**src/rtl/i2c_cq_pkg.sv**
```systemverilog
package i2c_cq_pkg;
    localparam logic [7:0] ADR_DATA   = 8'h10;
    localparam logic [7:0] ADR_RX_THR = 8'h38;
    localparam logic [7:0] ADR_TX_THR = 8'h3C;
    localparam logic [7:0] ADR_TX_LVL = 8'h74;
    localparam logic [7:0] ADR_RX_LVL = 8'h78;
    localparam logic [7:0] ADR_DEPTH  = 8'hF4;
    localparam int         CMD_W      = 9;
    localparam int         BYTE_W     = 8;
    localparam int         RDATA_W    = 16;
endpackage

```
**src/rtl/cq_fifo.sv**
```systemverilog
module cq_fifo #(
    parameter int W     = 8,
    parameter int DEPTH = 8
) (
    input  logic                         clk,
    input  logic                         rst_n,
    input  logic                         flush,
    input  logic                         push,
    input  logic [W-1:0]                 push_data,
    input  logic                         pop,
    output logic [W-1:0]                 head,
    output logic [$clog2(DEPTH+1)-1:0]   level,
    output logic                         empty,
    output logic                         over,
    output logic                         under
);
    localparam int PW = (DEPTH > 1) ? $clog2(DEPTH) : 1;
    localparam int LW = $clog2(DEPTH+1);

    typedef struct packed {
        logic [DEPTH-1:0][W-1:0] mem;
        logic [PW-1:0]           wp;
        logic [PW-1:0]           rp;
        logic [LW-1:0]           cnt;
        logic                    over;
        logic                    under;
    } st_t;

    st_t  s_d, s_q;
    logic full_w, empty_w, do_push, do_pop;

    function automatic logic [PW-1:0] ptr_next(input logic [PW-1:0] p);
        return (p == PW'(DEPTH-1)) ? '0 : p + PW'(1);
    endfunction

    assign full_w  = (s_q.cnt == LW'(DEPTH));
    assign empty_w = (s_q.cnt == '0);
    assign do_push = push && !full_w && !flush;
    assign do_pop  = pop && !empty_w && !flush;

    always_comb begin
        s_d       = s_q;
        s_d.over  = push && full_w && !flush;
        s_d.under = pop && empty_w && !flush;
        if (flush) begin
            s_d.wp  = '0;
            s_d.rp  = '0;
            s_d.cnt = '0;
        end else begin
            if (do_push) begin
                s_d.mem[s_q.wp] = push_data;
                s_d.wp          = ptr_next(s_q.wp);
            end
            if (do_pop) begin
                s_d.rp = ptr_next(s_q.rp);
            end
            s_d.cnt = s_q.cnt + LW'(do_push) - LW'(do_pop);
        end
    end

    always_ff @(posedge clk or negedge rst_n) begin
        if (!rst_n) s_q <= '0;
        else        s_q <= s_d;
    end

    assign head  = s_q.mem[s_q.rp];
    assign level = s_q.cnt;
    assign empty = empty_w;
    assign over  = s_q.over;
    assign under = s_q.under;

    a_r3_level_bound: assert property (@(posedge clk) disable iff (!rst_n)
        level <= LW'(DEPTH));
    a_r6_flush_empties: assert property (@(posedge clk) disable iff (!rst_n)
        flush |=> (level == '0));
    a_r7_full_push_flags: assert property (@(posedge clk) disable iff (!rst_n)
        (push && full_w && !flush && !pop) |=> (over && $stable(level)));
    a_r8_empty_pop_flags: assert property (@(posedge clk) disable iff (!rst_n)
        (pop && empty_w && !flush && !push) |=> (under && level == '0));
endmodule

```
**src/rtl/cq_thresh.sv**
```systemverilog
module cq_thresh #(
    parameter int LW    = 4,
    parameter bit ABOVE = 1'b0
) (
    input  logic [LW-1:0] lvl,
    input  logic [LW-1:0] thr,
    output logic          hit
);
    generate
        if (ABOVE) begin : g_above
            assign hit = (lvl > thr);
        end else begin : g_at_or_below
            assign hit = (lvl <= thr);
        end
    endgenerate
endmodule

```
**src/rtl/i2c_cmd_queue.sv**
```systemverilog
module i2c_cmd_queue
    import i2c_cq_pkg::*;
#(
    parameter int DEPTH = 8
) (
    input  logic               clk,
    input  logic               rst_n,
    input  logic               ctrl_en,
    input  logic [7:0]         reg_addr,
    input  logic               reg_wr,
    input  logic               reg_rd,
    input  logic [CMD_W-1:0]   reg_wdata,
    output logic [RDATA_W-1:0] reg_rdata,
    output logic               eng_cmd_valid,
    output logic [CMD_W-1:0]   eng_cmd_word,
    input  logic               eng_cmd_take,
    input  logic               eng_rx_push,
    input  logic [BYTE_W-1:0]  eng_rx_byte,
    input  logic               eng_abort,
    output logic               tx_low,
    output logic               rx_ready,
    output logic               tx_over,
    output logic               rx_over,
    output logic               rx_under
);
    localparam int LW = $clog2(DEPTH+1);

    typedef struct packed {
        logic [LW-1:0] tx_thr;
        logic [LW-1:0] rx_thr;
    } cfg_t;

    cfg_t cfg_d, cfg_q;

    logic              flush_all, tx_push, rx_pop, tx_pop, rx_push;
    logic [LW-1:0]     tx_lvl, rx_lvl;
    logic              tx_empty, rx_empty;
    logic [BYTE_W-1:0] rx_head;
    logic              tx_under_unused, rx_over_int;

    assign flush_all = eng_abort || !ctrl_en;
    assign tx_push   = ctrl_en && reg_wr && (reg_addr == ADR_DATA);
    assign rx_pop    = ctrl_en && reg_rd && (reg_addr == ADR_DATA);
    assign tx_pop    = ctrl_en && eng_cmd_take;
    assign rx_push   = ctrl_en && eng_rx_push;

    always_comb begin
        cfg_d = cfg_q;
        if (reg_wr && reg_addr == ADR_TX_THR) cfg_d.tx_thr = reg_wdata[LW-1:0];
        if (reg_wr && reg_addr == ADR_RX_THR) cfg_d.rx_thr = reg_wdata[LW-1:0];
    end

    always_ff @(posedge clk or negedge rst_n) begin
        if (!rst_n) cfg_q <= '0;
        else        cfg_q <= cfg_d;
    end

    cq_fifo #(.W(CMD_W), .DEPTH(DEPTH)) u_txq (
        .clk(clk), .rst_n(rst_n), .flush(flush_all),
        .push(tx_push), .push_data(reg_wdata), .pop(tx_pop),
        .head(eng_cmd_word), .level(tx_lvl), .empty(tx_empty),
        .over(tx_over), .under(tx_under_unused)
    );

    cq_fifo #(.W(BYTE_W), .DEPTH(DEPTH)) u_rxq (
        .clk(clk), .rst_n(rst_n), .flush(flush_all),
        .push(rx_push), .push_data(eng_rx_byte), .pop(rx_pop),
        .head(rx_head), .level(rx_lvl), .empty(rx_empty),
        .over(rx_over_int), .under(rx_under)
    );

    assign rx_over       = rx_over_int;
    assign eng_cmd_valid = !tx_empty;

    cq_thresh #(.LW(LW), .ABOVE(1'b0)) u_txcmp (
        .lvl(tx_lvl), .thr(cfg_q.tx_thr), .hit(tx_low));
    cq_thresh #(.LW(LW), .ABOVE(1'b1)) u_rxcmp (
        .lvl(rx_lvl), .thr(cfg_q.rx_thr), .hit(rx_ready));

    always_comb begin
        reg_rdata = '0;
        case (reg_addr)
            ADR_DATA:   reg_rdata = rx_empty ? '0 : RDATA_W'(rx_head);
            ADR_TX_THR: reg_rdata = RDATA_W'(cfg_q.tx_thr);
            ADR_RX_THR: reg_rdata = RDATA_W'(cfg_q.rx_thr);
            ADR_TX_LVL: reg_rdata = RDATA_W'(tx_lvl);
            ADR_RX_LVL: reg_rdata = RDATA_W'(rx_lvl);
            ADR_DEPTH:  reg_rdata = RDATA_W'(DEPTH-1);
            default:    reg_rdata = '0;
        endcase
    end

    a_r9_disabled_holds_empty: assert property (@(posedge clk) disable iff (!rst_n)
        !ctrl_en |=> (tx_lvl == '0 && rx_lvl == '0 && !tx_over && !rx_over));
    a_r6_abort_drops_valid: assert property (@(posedge clk) disable iff (!rst_n)
        eng_abort |=> !eng_cmd_valid);
    a_r8_flags_exclusive_under: assert property (@(posedge clk) disable iff (!rst_n)
        rx_under |-> (rx_lvl == '0));
    a_r1_write_adds_entry: assert property (@(posedge clk) disable iff (!rst_n)
        (tx_push && !eng_abort && !tx_pop && tx_lvl < LW'(DEPTH)) |=> (tx_lvl == $past(tx_lvl) + LW'(1)));
endmodule

```
**config.mk**
```make
export PLATFORM = sky130hd
export DESIGN_NAME = i2c_cmd_queue
export DESIGN_NICKNAME = d
export VERILOG_FILES = /design/src/rtl/i2c_cq_pkg.sv /design/src/rtl/cq_fifo.sv /design/src/rtl/cq_thresh.sv /design/src/rtl/i2c_cmd_queue.sv
export SDC_FILE = /design/constraint.sdc
export NUM_CORES = 1
export LEC_CHECK = 0
export ABC_AREA = 1
export BUFFER_PORTS_ARGS = -buffer_cell sky130_fd_sc_hd__buf_2
export CORE_ASPECT_RATIO = 0.9
export CORE_UTILIZATION = 30
export DETAILED_ROUTE_END_ITERATION = 10
export SYNTH_ARGS = -nofsm -noshare
export SYNTH_HDL_FRONTEND = slang
export SYNTH_SLANG_ARGS = --single-unit
```
**constraint.sdc**
```tcl
create_clock -name clk -period 2.5 [get_ports clk]
set_clock_uncertainty 0.2 [all_clocks]
set_input_delay 0.125 -clock clk [delete_from_list [all_inputs] [get_ports clk]]
set_output_delay 0.125 -clock clk [all_outputs]
set_load 0.02 [all_outputs]
```
Word level (Yosys, flattened, before mapping)
Cells that the tools add are included.
{ "word_totals": {"mem_bits_rw": 0, "latch_bits": 0, "rom_bits": 0, "out_inout_bits": 31, "reg_bits": 167, "elab_cells": 117, "mem_count": 0} }
{ "op_classes": {"add_sub_neg": 8, "div_mod_pow": 0, "n_reduce_logical": 39, "eq_ne": 12, "order_cmp": 8, "muxes": 22, "bitwise": 1, "n_mul": 0, "n_shift": 0} }
{ "op_table": {"columns": ["operator", "n"], "rows": [
  ["$bwmux W72", 1],
  ["$bwmux W64", 1],
  ["$pmux W8 S6", 1],
  ["$bmux W9 S3", 1],
  ["$demux W9 S3", 1],
  ["$bmux W8 S3", 1],
  ["$demux W8 S3", 1],
  ["$logic_and A1 B1 Y1", 24],
  ["$mux W3", 8],
  ["$mux W8", 3],
  ["$mux W10", 2],
  ["$mux W9", 2],
  ["$eq A8 B6 Y1 const B", 2],
  ["$eq A8 B7 Y1 const B", 2],
  ["$lt A3 B4 Y1 const B", 4],
  ["$add A3 B1 Y3 const B", 4],
  ["$eq A3 B3 Y1 const B", 4],
  ["$add A4 B1 Y4", 2],
  ["$eq A4 B4 Y1 const B", 2],
  ["$eq A8 B5 Y1 const B", 1],
  ["$eq A8 B8 Y1 const B", 1],
  ["$logic_not A4 Y1", 2],
  ["$reduce_bool A2 Y1", 4],
  ["$sub A4 B1 Y4", 2],
  ["7 further kinds", 14]
]} }

Logic depth before layout (Yosys ltp)
Gate-level depths: netlist (run 1).
{ "depth": {"ltp_word": 7, "ltp_mapped": 12, "mapped_depth_nobuf": 12} }

Cells and area by module
Synthesis (run 1) repeated with hierarchy kept, for this count alone.
{ "unflattened": {"hier_cells": 1438, "hier_area_um2": 10605.2} }
{ "by_module_without_submodules": {"columns": ["module", "seq_area_each_um2", "instances", "cells_per_inst", "area_each_um2"], "rows": [
  ["cq_fifo (u_txq)", 2102.0, 1, 658, 5052.3],
  ["cq_fifo (u_rxq)", 1901.8, 1, 598, 4463.0],
  ["i2c_cmd_queue", 200.2, 1, 144, 872.1],
  ["cq_thresh", 0.0, 2, 19, 108.9]
]} }

Least setup slack after synthesis (run 1)
Ideal clock, no wire load.
{ "synth_timing": {"kind": "register to register", "startpoint": "register u_txq.s_q, in the netlist u_txq.level[2]", "endpoint": "register u_txq.s_q, in the netlist u_txq.level[2]", "synth_period_minus_slack_ns": 2.448, "path_buffers": 0, "path_stages_with_launch": 12, "arrival_time_ns": 2.116, "setup_time_ns": 0.132, "slack_ns": 0.052, "path_cell_list": "dfrtp_1 > inv_1 > ha_1 > nand3_1 > nand3_1 > nor2_1 > ha_1 > inv_1 > ha_1 > fa_1 > xnor2_1 > nor2_1"} }
{ "synth_lines": {"columns": ["item", "line_no", "rtl"], "rows": [
  ["start: declaration", "cq_fifo.sv:29", "st_t s_d, s_q;"],
  ["start signal: assignment", "cq_fifo.sv:62", "if (!rst_n) s_q <= '0;"],
  ["start signal: assignment", "cq_fifo.sv:63", "else s_q <= s_d;"]
]} }

Final worst setup path (run 1)
{ "layout_timing": {"startpoint": "register u_txq.s_q[6] (netlist bit)", "endpoint": "output eng_cmd_word[2]"} }
{ "layout_between": {"elab_chain_len": 2} }
{ "layout_rtl": {"columns": ["item", "line_no", "rtl"], "rows": [
  ["$bmux W9 S3", "cq_fifo.sv:66", "assign head = s_q.mem[s_q.rp];"],
  ["$mux W9 (not written as such)", "cq_fifo.sv:66", null],
  ["end: declaration", "i2c_cmd_queue.sv:15", "output logic [CMD_W-1:0] eng_cmd_word,"]
]} }
Every way passes these cells. The select of a mux whose other input is x is not followed.

==> summary.txt, run 1 <==
Synth Flop Type - dfrtp_1
Max-slew violations - 0
Kind of critical path - flip-flop to output port
Root buffer cell - clkbuf_16
Filler cells - 3064
Reg area - 0.004179 mm²
Worst VDD drop - 531.2 µV
Seq/Total Area, Yosys - 46.35%
Leading cell type in the layout, fill and taps excluded - nand2_1
Async set-reset flop share out of synthesis - 100.0%
Worst Tran Pin Value - 754.2 ps
Drc violations - 0
Crit-path max FO - 18
Total Nets Final - 1240
# clock sinks - 167
Die width - 184.7 µm
Number of synthesized flops with an enable pin - 0
Starting density of the core - 30.84%
DRT Wirelength - 24280 µm
H-tree levels - 4
Cell repeated most along the worst path - nand2_1
Avg WL per Cell - 15.31 µm
Synth cell types - 41
Core Area - 0.02923 mm²
Largest area contributor in the netlist - dfrtp_1
DR iter-0 viols - 633
Inserted Clock Buffers - 17
Gate Count Post-Synth - 1093
Synth top area cells - dfrtp_1 46%, nand2_1 12%, o21ai_0 5.1%, nand4_1 5.1%, nor2_1 4.7%
Global-route wire length before repair - 39900 µm
Routability cong. - 0.8667
Synthesized cell area - 0.009016 mm²
Outcome - finished, violations left
Setup WS post-layout - 120.1 ps
Port buffer count - 55
Worst path top cell family by delay - buffers and inverters
Reg clk slew, reported paths - 70 ps
Minimum clock period - 2380 ps
Worst Hold Slack - -1.543 ps
Synth Register Bits - 167
Die height - 166.5 µm
Post-synth top area share - 46.35%
Critical path's largest stage delay - 390 ps
Finished Layout Cells - 1586
Pwr dens - 589.8 mW/mm²
CP Cell Sequence - inv_1, buf_4, nor2_1, o22ai_1, nand2_1, nand2_1, buf_2
CTS tree - built
Worst-Skew Late Latency - 440 ps
DR vias - 7821
Diodes inserted - 0
Arrival time worst endpoint - 2050 ps
Failing checks - negative hold slack
Max cap viols - 0
Placed cell areas - 0.009737 mm²
Fmax - 420.2 MHz
Fin area - 0.01065 mm²
Clock Path Buffers - 2
Largest net degree at the start of global routing - 83
Fraction of layout cells with a size suffix above 1 - 14.87%
Final hold vios - 8
All-Layer GR Usage - 16.45%
Critical Path RT - 2170 ps
Layout area overhead - 18.11%
Num ports - 64
Most frequent cells in the layout - 299 x nand2_1, 167 x dfrtp_1, 109 x nor2_1
Worst slack, placed - 89.72 ps
Final period util - 95.20%
DRT Pass-1 Iters - 6
Remaining antenna violation count after routing - 0
Buf/Inv on CP - 3
Hold WC Path Type - primary input to async pin
Antenna violations before repair - 0
Number of instances in the placed design - 1519
Area of the die - 0.03075 mm²
Synth Warn # - 0
Final Setup Violations - 0
LEAKAGE - 5.239 nW
Mean Syn Cell Area - 8.249 µm²
Cell Rows - 59
Vias in the first global route - 7518
HPWL Detailed - 15790 µm
Global route overflow - 0
Worst Setup Start Kind - flip-flop
CP Capture Type - output port
Footprint of the multi-input gates - 0.004227 mm²
Fin Setup TNS - 0 ps
Slowest stage cell, crit path - dfrtp_1
PnR Total Power - 6.281 mW
Max-Slew Margin vs Limit - 49.72%
Vias per cell - 4.931
-- flip-flops by register name, indices dropped and copies added, names as in the netlist --
signal,flops
u_txq.s_q,78
u_rxq.s_q,70
cfg_q,8
u_rxq.level,4
u_txq.level,4
u_rxq.over,1
u_rxq.under,1
u_txq.over,1
-- area by class of cell --
class | instances | share of cell area [%]
Clock inverter | 15 | 1.222
Sequential cell | 167 | 39.24
Multi-Input combinational cell | 798 | 39.69
Inverter | 67 | 2.432
Clock buffer | 17 | 3.995
Timing Repair Buffer | 126 | 8.765
Tap cell | 396 | 4.653
-- final timing paths --
path	startpoint	to	slack, ps	cells past startpoint
worst max register to register	u_txq.level[2]$_DFF_PN0_	u_txq.level[2]$_DFF_PN0_	130	11
min in group clk	reg_addr[0]	u_txq.s_q[11]$_DFFE_PN0P_	10	7
max in group asynchronous	rst_n	u_rxq.s_q[50]$_DFFE_PN0P_	1410	3
worst max-delay path	u_txq.s_q[6]$_DFFE_PN0P_	eng_cmd_word[2]	120	7
worst min-delay path	rst_n	u_txq.s_q[27]$_DFFE_PN0P_	-2	2
worst min register to register	u_txq.s_q[73]$_DFFE_PN0P_	u_txq.s_q[73]$_DFFE_PN0P_	270	2
-- repair_timing --
item	CTS	global route
gates resized for setup	0	10
setup endpoints to repair	0	13
hold buffers	30	0
endpoints found under the hold margin	322	0
setup buffers	0	5
-- cell usage after synthesis, types with 3 or more instances --
cell type	instances
nand2_1	299
dfrtp_1	167
nor2_1	114
o21ai_0	92
nand4_1	73
inv_1	60
o21ai_1	58
nand3_1	39
clkbuf_1	36
ha_1	28
buf_6	12
buf_4	11
o22ai_1	10
mux2i_1	9
nand4_2	8
o211ai_1	8
buf_2	7
nor3_1	6
nor3_4	6
a21oi_1	5
nand3_4	4
xnor2_1	4
a31oi_1	3
inv_2	3
nand2_4	3
nand4_4	3
nor2_4	3
or2_2	3
-- metrics by stage --
stage	hold slack [ps]	utilization, %
2_1_floorplan	-370.6	-
3_3_place_gp	-82.44	33.31
3_5_place_dp	-88.37	33.31
4_1_cts	0.7556	36.24
5_1_grt	44.05	36.43
6_report	-1.543	36.43
-- cell families after synthesis --
logic type               count (synthesis)  synth area share (%)
AND/OR/NAND/NOR                        565                 29.92
adder cells (fa/ha/maj)                 30                 4.330
other                                    1               0.04159
flip-flops                             167                 46.35
AO/OA/AOI/OAI                          182                 10.71
XOR/XNOR                                 4                0.3885
multiplexers                             9                0.9992
buffers and inverters                  135                 7.258
-- metal layers --
layer / global-route usage, % / share of wire (%) / vias up
met2: 25.87 / 47 / 204
met1: 22.70 / 46 / 3769
met4: 4.923 / 1.4 / 0
met3: 3.368 / 5.2 / 30
met5: 0 / 0 / -
li1: - / - / 3818
-- report_power, final --
part	switching, mW	leakage [nW]	internal, mW	total [mW]
clock	1.25	0.276	1.32	2.56
sequential	0.145	2.27	2.90	3.04
combinational	0.416	2.69	0.261	0.676
total	1.81	5.24	4.47	6.28
-- worst register-to-register path, stage by stage (launching register included) --
cell,delay (ps)
dfrtp_1,380
inv_1,100
ha_1,160
nand3_1,90
nand3_1,140
nor2_2,60
ha_1,270
inv_1,50
ha_1,200
fa_1,380
xnor2_1,170
nor2_1,60
(Power assumes the default switching activity.)
==> inputs of run 2 (changes only) <==
--- a/config.mk
+++ b/config.mk
@@ -5,11 +5,11 @@
 export SDC_FILE = /design/constraint.sdc
 export NUM_CORES = 1
 export LEC_CHECK = 0
-export ABC_AREA = 1
 export BUFFER_PORTS_ARGS = -buffer_cell sky130_fd_sc_hd__buf_2
 export CORE_ASPECT_RATIO = 0.9
 export CORE_UTILIZATION = 30
 export DETAILED_ROUTE_END_ITERATION = 10
+export SKIP_CTS_REPAIR_TIMING = 1
 export SYNTH_ARGS = -nofsm -noshare
 export SYNTH_HDL_FRONTEND = slang
 export SYNTH_SLANG_ARGS = --single-unit
==> summary.txt, run 2 <==
Filler cells - 2593 (was 3064)
Num ports - 64 (unchanged)
Synth Warn # - 0 (unchanged)
Hold WC Path Type - primary input to async pin (unchanged)
Fin Setup TNS - 0 ps (unchanged)
Post-synth top area share - 49.47% (was 46.35%)
Area of the die - 0.02883 mm² (was 0.03075 mm²)
Pwr dens - 558.8 mW/mm² (was 589.8 mW/mm²)
Final Setup Violations - 0 (unchanged)
Cell Rows - 57 (was 59)
Met1 Usage GRT - 20.34% (was 22.70%)
Max-slew violations - 0 (unchanged)
Clock Path Buffers - 2 (unchanged)
CP Cell Sequence - buf_4, ha_1, or3b_2, and4_1, nand3b_2, mux2_2 (was inv_1, buf_4, nor2_1, o22ai_1, nand2_1, nand2_1, buf_2)
Buf/Inv on CP - 1 (was 3)
Top-count cell post-synth - dfrtp_1 (was nand2_1)
Crit path from - u_rxq.level[3]$_DFF_PN0_ (was u_txq.s_q[6]$_DFFE_PN0P_)
DRT Wirelength - 19430 µm (was 24280 µm)
HPWL Detailed - 13400 µm (was 15790 µm)
RSZ-0062 raised after global routing - true
DR vias - 5349 (was 7821)
Worst path top cell family by delay - simple AND/OR/NAND/NOR gates (was buffers and inverters)
Reg clk slew, reported paths - 70 ps (about the same)
Worst-Skew Late Latency - 430 ps (was 440 ps)
Worst Tran Pin Value - 692.3 ps (was 754.2 ps)
Crit path to - u_rxq.s_q[36]$_DFFE_PN0P_ (was eng_cmd_word[2])
Die width - 178.9 µm (was 184.7 µm)
H-tree levels - 4 (unchanged)
DRT Pass-1 Iters - 4 (was 6)
Met2 usage - 21.59% (was 25.87%)
Synth Flop Type - dfrtp_1 (unchanged)
Number of synthesized flops with an enable pin - 0 (unchanged)
Layout area overhead - 23.88% (was 18.11%)
Starting density of the core - 30.92% (was 30.84%)
Top Registers - u_txq.s_q: 78 flops, u_rxq.s_q: 70 flops, cfg_q: 8 flops (unchanged)
Fin area - 0.01046 mm² (was 0.01065 mm²)
Gate Count Post-Synth - 593 (was 1093)
Largest register FFs - 78 (unchanged)
Vias in the first global route - 5362 (was 7518)
Antenna violations before repair - 1 (was 0)
Final period util - 97.98% (was 95.20%)
Die height - 161.2 µm (was 166.5 µm)
Total Nets Final - 791 (was 1240)
Arrival time worst endpoint - 2560 ps (was 2050 ps)
Crit path depth - 6 (was 7)
Mean Syn Cell Area - 14.24 µm² (was 8.249 µm²)
Worst Setup Start Kind - flip-flop (unchanged)
FF-to-FF path depth - 6 (was 11)
M3 GR Usage - 2.542% (was 3.368%)
Kind of critical path - flip-flop to flip-flop (was flip-flop to output port)
Routability cong. - 0.7872 (was 0.8667)
Largest area contributor in the netlist - dfrtp_1 (unchanged)
Drc violations - 0 (unchanged)
Async set-reset flop share out of synthesis - 100.0% (unchanged)
Vias per cell - 4.880 (was 4.931)
Worst VDD drop - 449.5 µV (was 531.2 µV)
Reg area - 0.004182 mm² (was 0.004179 mm²)
Global-route wire length before repair - 30880 µm (was 39900 µm)
Critical path's largest stage delay - 490 ps (was 390 ps)
Avg WL per Cell - 17.73 µm (was 15.31 µm)
Remaining antenna violation count after routing - 0 (unchanged)
Minimum clock period - 2450 ps (was 2380 ps)
Global route overflow - 0 (unchanged)
Fraction of layout cells with a size suffix above 1 - 50.74% (was 14.87%)
DR iter-0 viols - 273 (was 633)
Reg2reg setup slack - 50 ps (was 130 ps)
Synth cell types - 49 (was 41)
Seq/Total Area, Yosys - 49.47% (was 46.35%)
Inserted Clock Buffers - 17 (unchanged)
Busiest layer in global routing - met2 (unchanged)
Footprint of the multi-input gates - 0.004134 mm² (was 0.004227 mm²)
Outcome - finished, final reports clean (was finished, violations left)
R2r endpoint - u_rxq.s_q[36]$_DFFE_PN0P_ (was u_txq.level[2]$_DFF_PN0_)
Most frequent cells in the layout - 165 x dfrtp_1, 153 x mux2_2, 57 x buf_4 (was 299 x nand2_1, 167 x dfrtp_1, 109 x nor2_1)
R2R Path Start - u_rxq.level[3]$_DFF_PN0_ (was u_txq.level[2]$_DFF_PN0_)
Largest net degree at the start of global routing - 59 (was 83)
Commonest cells post-synth - 167 x dfrtp_1, 153 x mux2_2, 34 x mux4_2, 28 x ha_1, 20 x nand2_1 (was 299 x nand2_1, 167 x dfrtp_1, 114 x nor2_1, 92 x o21ai_0, 73 x nand4_1)
Synth Register Bits - 167 (unchanged)
Leading cell type in the layout, fill and taps excluded - dfrtp_1 (was nand2_1)
Top reg by flops - u_txq.s_q (unchanged)
Critical Path RT - 2610 ps (was 2170 ps)
CP Capture Type - flip-flop (was output port)
Max-Slew Margin vs Limit - 53.70% (was 49.72%)
Synthesized cell area - 0.008447 mm² (was 0.009016 mm²)
Core Area - 0.02731 mm² (was 0.02923 mm²)
Port buffer count - 55 (unchanged)
Crit-path max FO - 8 (was 18)
Max cap viols - 0 (unchanged)
LEAKAGE - 4.884 nW (was 5.239 nW)
Synth top area cells - dfrtp_1 49%, mux2_2 20%, mux4_2 9.1%, ha_1 4.1%, mux2i_1 1.4% (was dfrtp_1 46%, nand2_1 12%, o21ai_0 5.1%, nand4_1 5.1%, nor2_1 4.7%)
Root buffer cell - clkbuf_16 (unchanged)
Fmax - 408.2 MHz (was 420.2 MHz)
Slowest stage cell, crit path - or3b_2 (was dfrtp_1)
# clock sinks - 167 (unchanged)
Placed cell areas - 0.009428 mm² (was 0.009737 mm²)
CTS tree - built (unchanged)
All-Layer GR Usage - 14.19% (was 16.45%)
Final hold vios - 0 (was 8)
==> run 2: worst min-delay path by stage <==
stage / to / slack [ps] / depth (start not counted)
6_report: u_rxq.s_q[34]$_DFFE_PN0P_ / 20 / 2
3_5_place_dp: u_rxq.s_q[34]$_DFFE_PN0P_ / -60 / 1
5_1_grt: u_txq.s_q[6]$_DFFE_PN0P_ / 30 / 6
2_1_floorplan: cfg_q[0]$_DFFE_PN0P_ / -370 / 0
3_3_place_gp: u_rxq.s_q[34]$_DFFE_PN0P_ / -70 / 1
4_1_cts: u_rxq.s_q[34]$_DFFE_PN0P_ / -530 / 1
==> run 2: worst reg2reg max path: stages, from the launching register on <==
cell	delay [ps]
dfrtp_1	360
buf_4	140
ha_1	130
or3b_2	490
and4_1	300
nand3b_2	330
mux2_2	380
==> run 2: area by class of cell <==
cell class / count / share of cell area (%)
Multi-Input combinational cell: 382 / 39.51
Tap cell: 354 / 4.233
Sequential cell: 167 / 39.96
Clock buffer: 19 / 4.233
Timing Repair Buffer: 141 / 10.09
Inverter: 19 / 0.6816
Clock inverter: 13 / 1.267
Antenna cell: 1 / 0.02391
==> run 2: kinds of logic after synthesis <==
logic type | share of synthesized area [%]
adders and majority gates | 4.622
xor gates and xnor gates | 0.4147
DFF | 49.47
and+or+nand+nor | 8.858
other | 0.04440
AOI/OAI and AO/OA | 2.622
buffers and inverters | 2.681
muxes | 31.28
==> run 2: per-stage QoR <==
step	power [mW]	std cells	hold slack [ps]	util (%)	worst slack [ps]
after floorplan	3.089	600	-370.6	-	43.64
after global placement	3.266	1023	-67.35	34.52	-1.389
after detailed placement	3.273	1023	-59.97	34.52	-36.47
after CTS	5.881	1055	-533.2	36.62	-114.4
after global routing	6.079	1096	31.45	38.31	-35.10
final	5.847	1096	15.83	38.31	50.46
==> run 2: where the power goes <==
part	switching [mW]	total, mW	internal, mW	leakage [nW]
combinational	0.224	0.436	0.212	2.30
sequential	0.0420	2.82	2.78	2.30
clock	1.16	2.59	1.43	0.281
==> run 2: per-layer routing <==
metal  vias up  routed length [µm]
met4         0                 181
met3        15                 605
met2        87                9389
met5         -                   0
li1       2444                   -
met1      2803                9255
==> inputs of run 3 (changes only) <==
==> constraint.sdc (replaced) <==
create_clock -name clk -period 2.1 [get_ports clk]
set_clock_uncertainty 0.2 [all_clocks]
set_input_delay 0.105 -clock clk [delete_from_list [all_inputs] [get_ports clk]]
set_output_delay 0.105 -clock clk [all_outputs]
set_load 0.02 [all_outputs]
==> summary.txt, run 3 (same netlist as run 2, synthesis figures left out) <==
Outcome - finished, violations left (was finished, final reports clean)
Failing checks - negative hold slack, negative setup slack
Largest register FFs - 78 (unchanged)
HPWL Detailed - 12990 µm (was 13400 µm)
Worst-Skew Late Latency - 420 ps (was 430 ps)
Global route overflow - 0 (unchanged)
Leading cell type in the layout, fill and taps excluded - dfrtp_1 (unchanged)
DRT Wirelength - 20570 µm (was 19430 µm)
Area of the die - 0.02883 mm² (unchanged)
Pwr dens - 606.3 mW/mm² (was 558.8 mW/mm²)
Vias in the first global route - 5630 (was 5362)
Final hold vios - 5 (was 0)
Reg clk slew, reported paths - 80 ps (was 70 ps)
Top Registers - u_txq.s_q: 78 flops, u_rxq.s_q: 70 flops, cfg_q: 8 flops (unchanged)
Drc violations - 0 (unchanged)
Setup WS post-layout - -366.5 ps (was 50.46 ps)
Core Area - 0.02731 mm² (unchanged)
LEAKAGE - 5.402 nW (was 4.884 nW)
Number of instances in the placed design - 1045 (was 1023)
Total Nets Final - 814 (was 791)
Worst Setup Start Kind - flip-flop (unchanged)
Max-slew violations - 0 (unchanged)
Avg WL per Cell - 18.40 µm (was 17.73 µm)
Layout Utilization - 43.15% (was 38.31%)
Crit-path max FO - 2 (was 8)
Root buffer cell - clkbuf_16 (unchanged)
Largest net degree at the start of global routing - 48 (was 59)
Num ports - 64 (unchanged)
Routability cong. - 0.7668 (was 0.7872)
Diodes inserted - 0 (was 1)
Final Setup Violations - 160 (was 0)
R2R Path Start - u_rxq.level[3]$_DFF_PN0_ (unchanged)
Die width - 178.9 µm (unchanged)
Remaining antenna violation count after routing - 0 (unchanged)
Fin area - 0.01179 mm² (was 0.01046 mm²)
# clock sinks - 167 (unchanged)
Layout area overhead - 39.53% (was 23.88%)
CP Capture Type - flip-flop (unchanged)
Placed cell areas - 0.01021 mm² (was 0.009428 mm²)
Vias per cell - 4.825 (was 4.880)
Critical Path RT - 2270 ps (was 2610 ps)
DR vias - 5394 (was 5349)
All-Layer GR Usage - 14.63% (was 14.19%)
Top reg by flops - u_txq.s_q (unchanged)
Antenna violations before repair - 0 (was 1)
Minimum clock period - 2466 ps (was 2450 ps)
Crit path from - u_rxq.level[3]$_DFF_PN0_ (unchanged)
Filler cells - 2461 (was 2593)
Inserted Clock Buffers - 17 (unchanged)
Cell Rows - 57 (unchanged)
Fmax - 405.4 MHz (was 408.2 MHz)
CTS tree - built (unchanged)
Final period util - 117.5% (was 97.98%)
H-tree levels - 4 (unchanged)
Fin Setup TNS - -20180 ps (was 0 ps)
FF-to-FF path depth - 9 (was 6)
Clock Path Buffers - 2 (unchanged)
Most frequent cells in the layout - 164 x dfrtp_1, 119 x mux2_4, 52 x buf_4 (was 165 x dfrtp_1, 153 x mux2_2, 57 x buf_4)
DRT Pass-1 Iters - 4 (unchanged)
Max-Slew Margin vs Limit - 58.57% (was 53.70%)
Arrival time worst endpoint - 2640 ps (was 2560 ps)
Worst Hold Slack - -6.067 ps (was 15.83 ps)
Worst VDD drop - 477.1 µV (was 449.5 µV)
Worst Tran Pin Value - 621.5 ps (was 692.3 ps)
Die height - 161.2 µm (unchanged)
Fraction of layout cells with a size suffix above 1 - 58.25% (was 50.74%)
Global-route wire length before repair - 32170 µm (was 30880 µm)
Port buffer count - 55 (unchanged)
DR iter-0 viols - 239 (was 273)
RSZ-0062 raised after global routing - true (unchanged)
Max cap viols - 0 (unchanged)
Finished Layout Cells - 1118 (was 1096)
Kind of critical path - flip-flop to flip-flop (unchanged)
Starting density of the core - 30.92% (unchanged)
Hold WC Path Type - primary input to async pin (unchanged)
==> run 3: cell count changes in the layout (fill, tap and decap cells not counted), moves of 6 or more <==
cell    change
buf_2      -16
buf_6      +31
ha_1        -9
mux2_2    -116
inv_2       +6
ha_4        +8
mux2_4    +119
inv_1       -6
buf_12     +11
==> run 3: critical path: stages, from the launching register on <==
cell and delay [ps]:
dfrtp_1 390, inv_1 70, ha_2 160, or3b_4 370
nor2b_4 140, ha_4 260, inv_2 30, ha_4 150
fa_2 510, and2_4 120
==> run 3: per-layer routing <==
metal / up-vias / GRT usage [%] / part of all wire (%)
li1: 2487 / - / -
met2: 66 / 23.25 / 49
met4: 0 / 3.351 / 1.1
met3: 18 / 3.084 / 2.6
met5: - / 0 / 0
met1: 2823 / 20.34 / 48
==> run 3: power by group <==
part           leakage [nW]  switching (mW)  total [mW]  internal, mW
registers              2.30          0.0550        3.36          3.30
clock network         0.295            1.54        3.15          1.61
logic                  2.81           0.314       0.636         0.321
total                  5.40            1.91        7.15          5.24
==> run 3: worst paths after layout <==
kind / endpoint / slack [ps]
max reg2reg: u_rxq.level[1]$_DFF_PN0_ / -370
min reg2reg: u_txq.s_q[43]$_DFFE_PN0P_ / 310
min: u_txq.s_q[63]$_DFFE_PN0P_ / -6
max: u_rxq.level[1]$_DFF_PN0_ / -370
max in group asynchronous: u_txq.s_q[31]$_DFFE_PN0P_ / 970
min in group clk: u_txq.s_q[10]$_DFFE_PN0P_ / -10
==> run 3: final cells by class <==
cell class / instances / area (µm²) / share of cell area (%)
multi-input combinational: 382 / 4908 / 41.65
sequential: 167 / 4183 / 35.49
timing repair buffer: 164 / 1578 / 13.39
tap: 354 / 442.9 / 3.758
clock buffer: 17 / 425.4 / 3.609
clock inverter: 15 / 177.7 / 1.507
inverter: 19 / 71.32 / 0.6051
==> run 3: through the flow <==
stage	total power, mW	hold WS [ps]	worst slack [ps]
after CTS	7.132	-567.1	-446.2
after detailed placement	3.959	-109.1	-349.5
after global placement	3.951	-106.5	-327.3
after global routing	7.414	6.795	-425.3
final	7.146	-6.067	-366.5
after floorplan	3.712	-390.6	-324.3
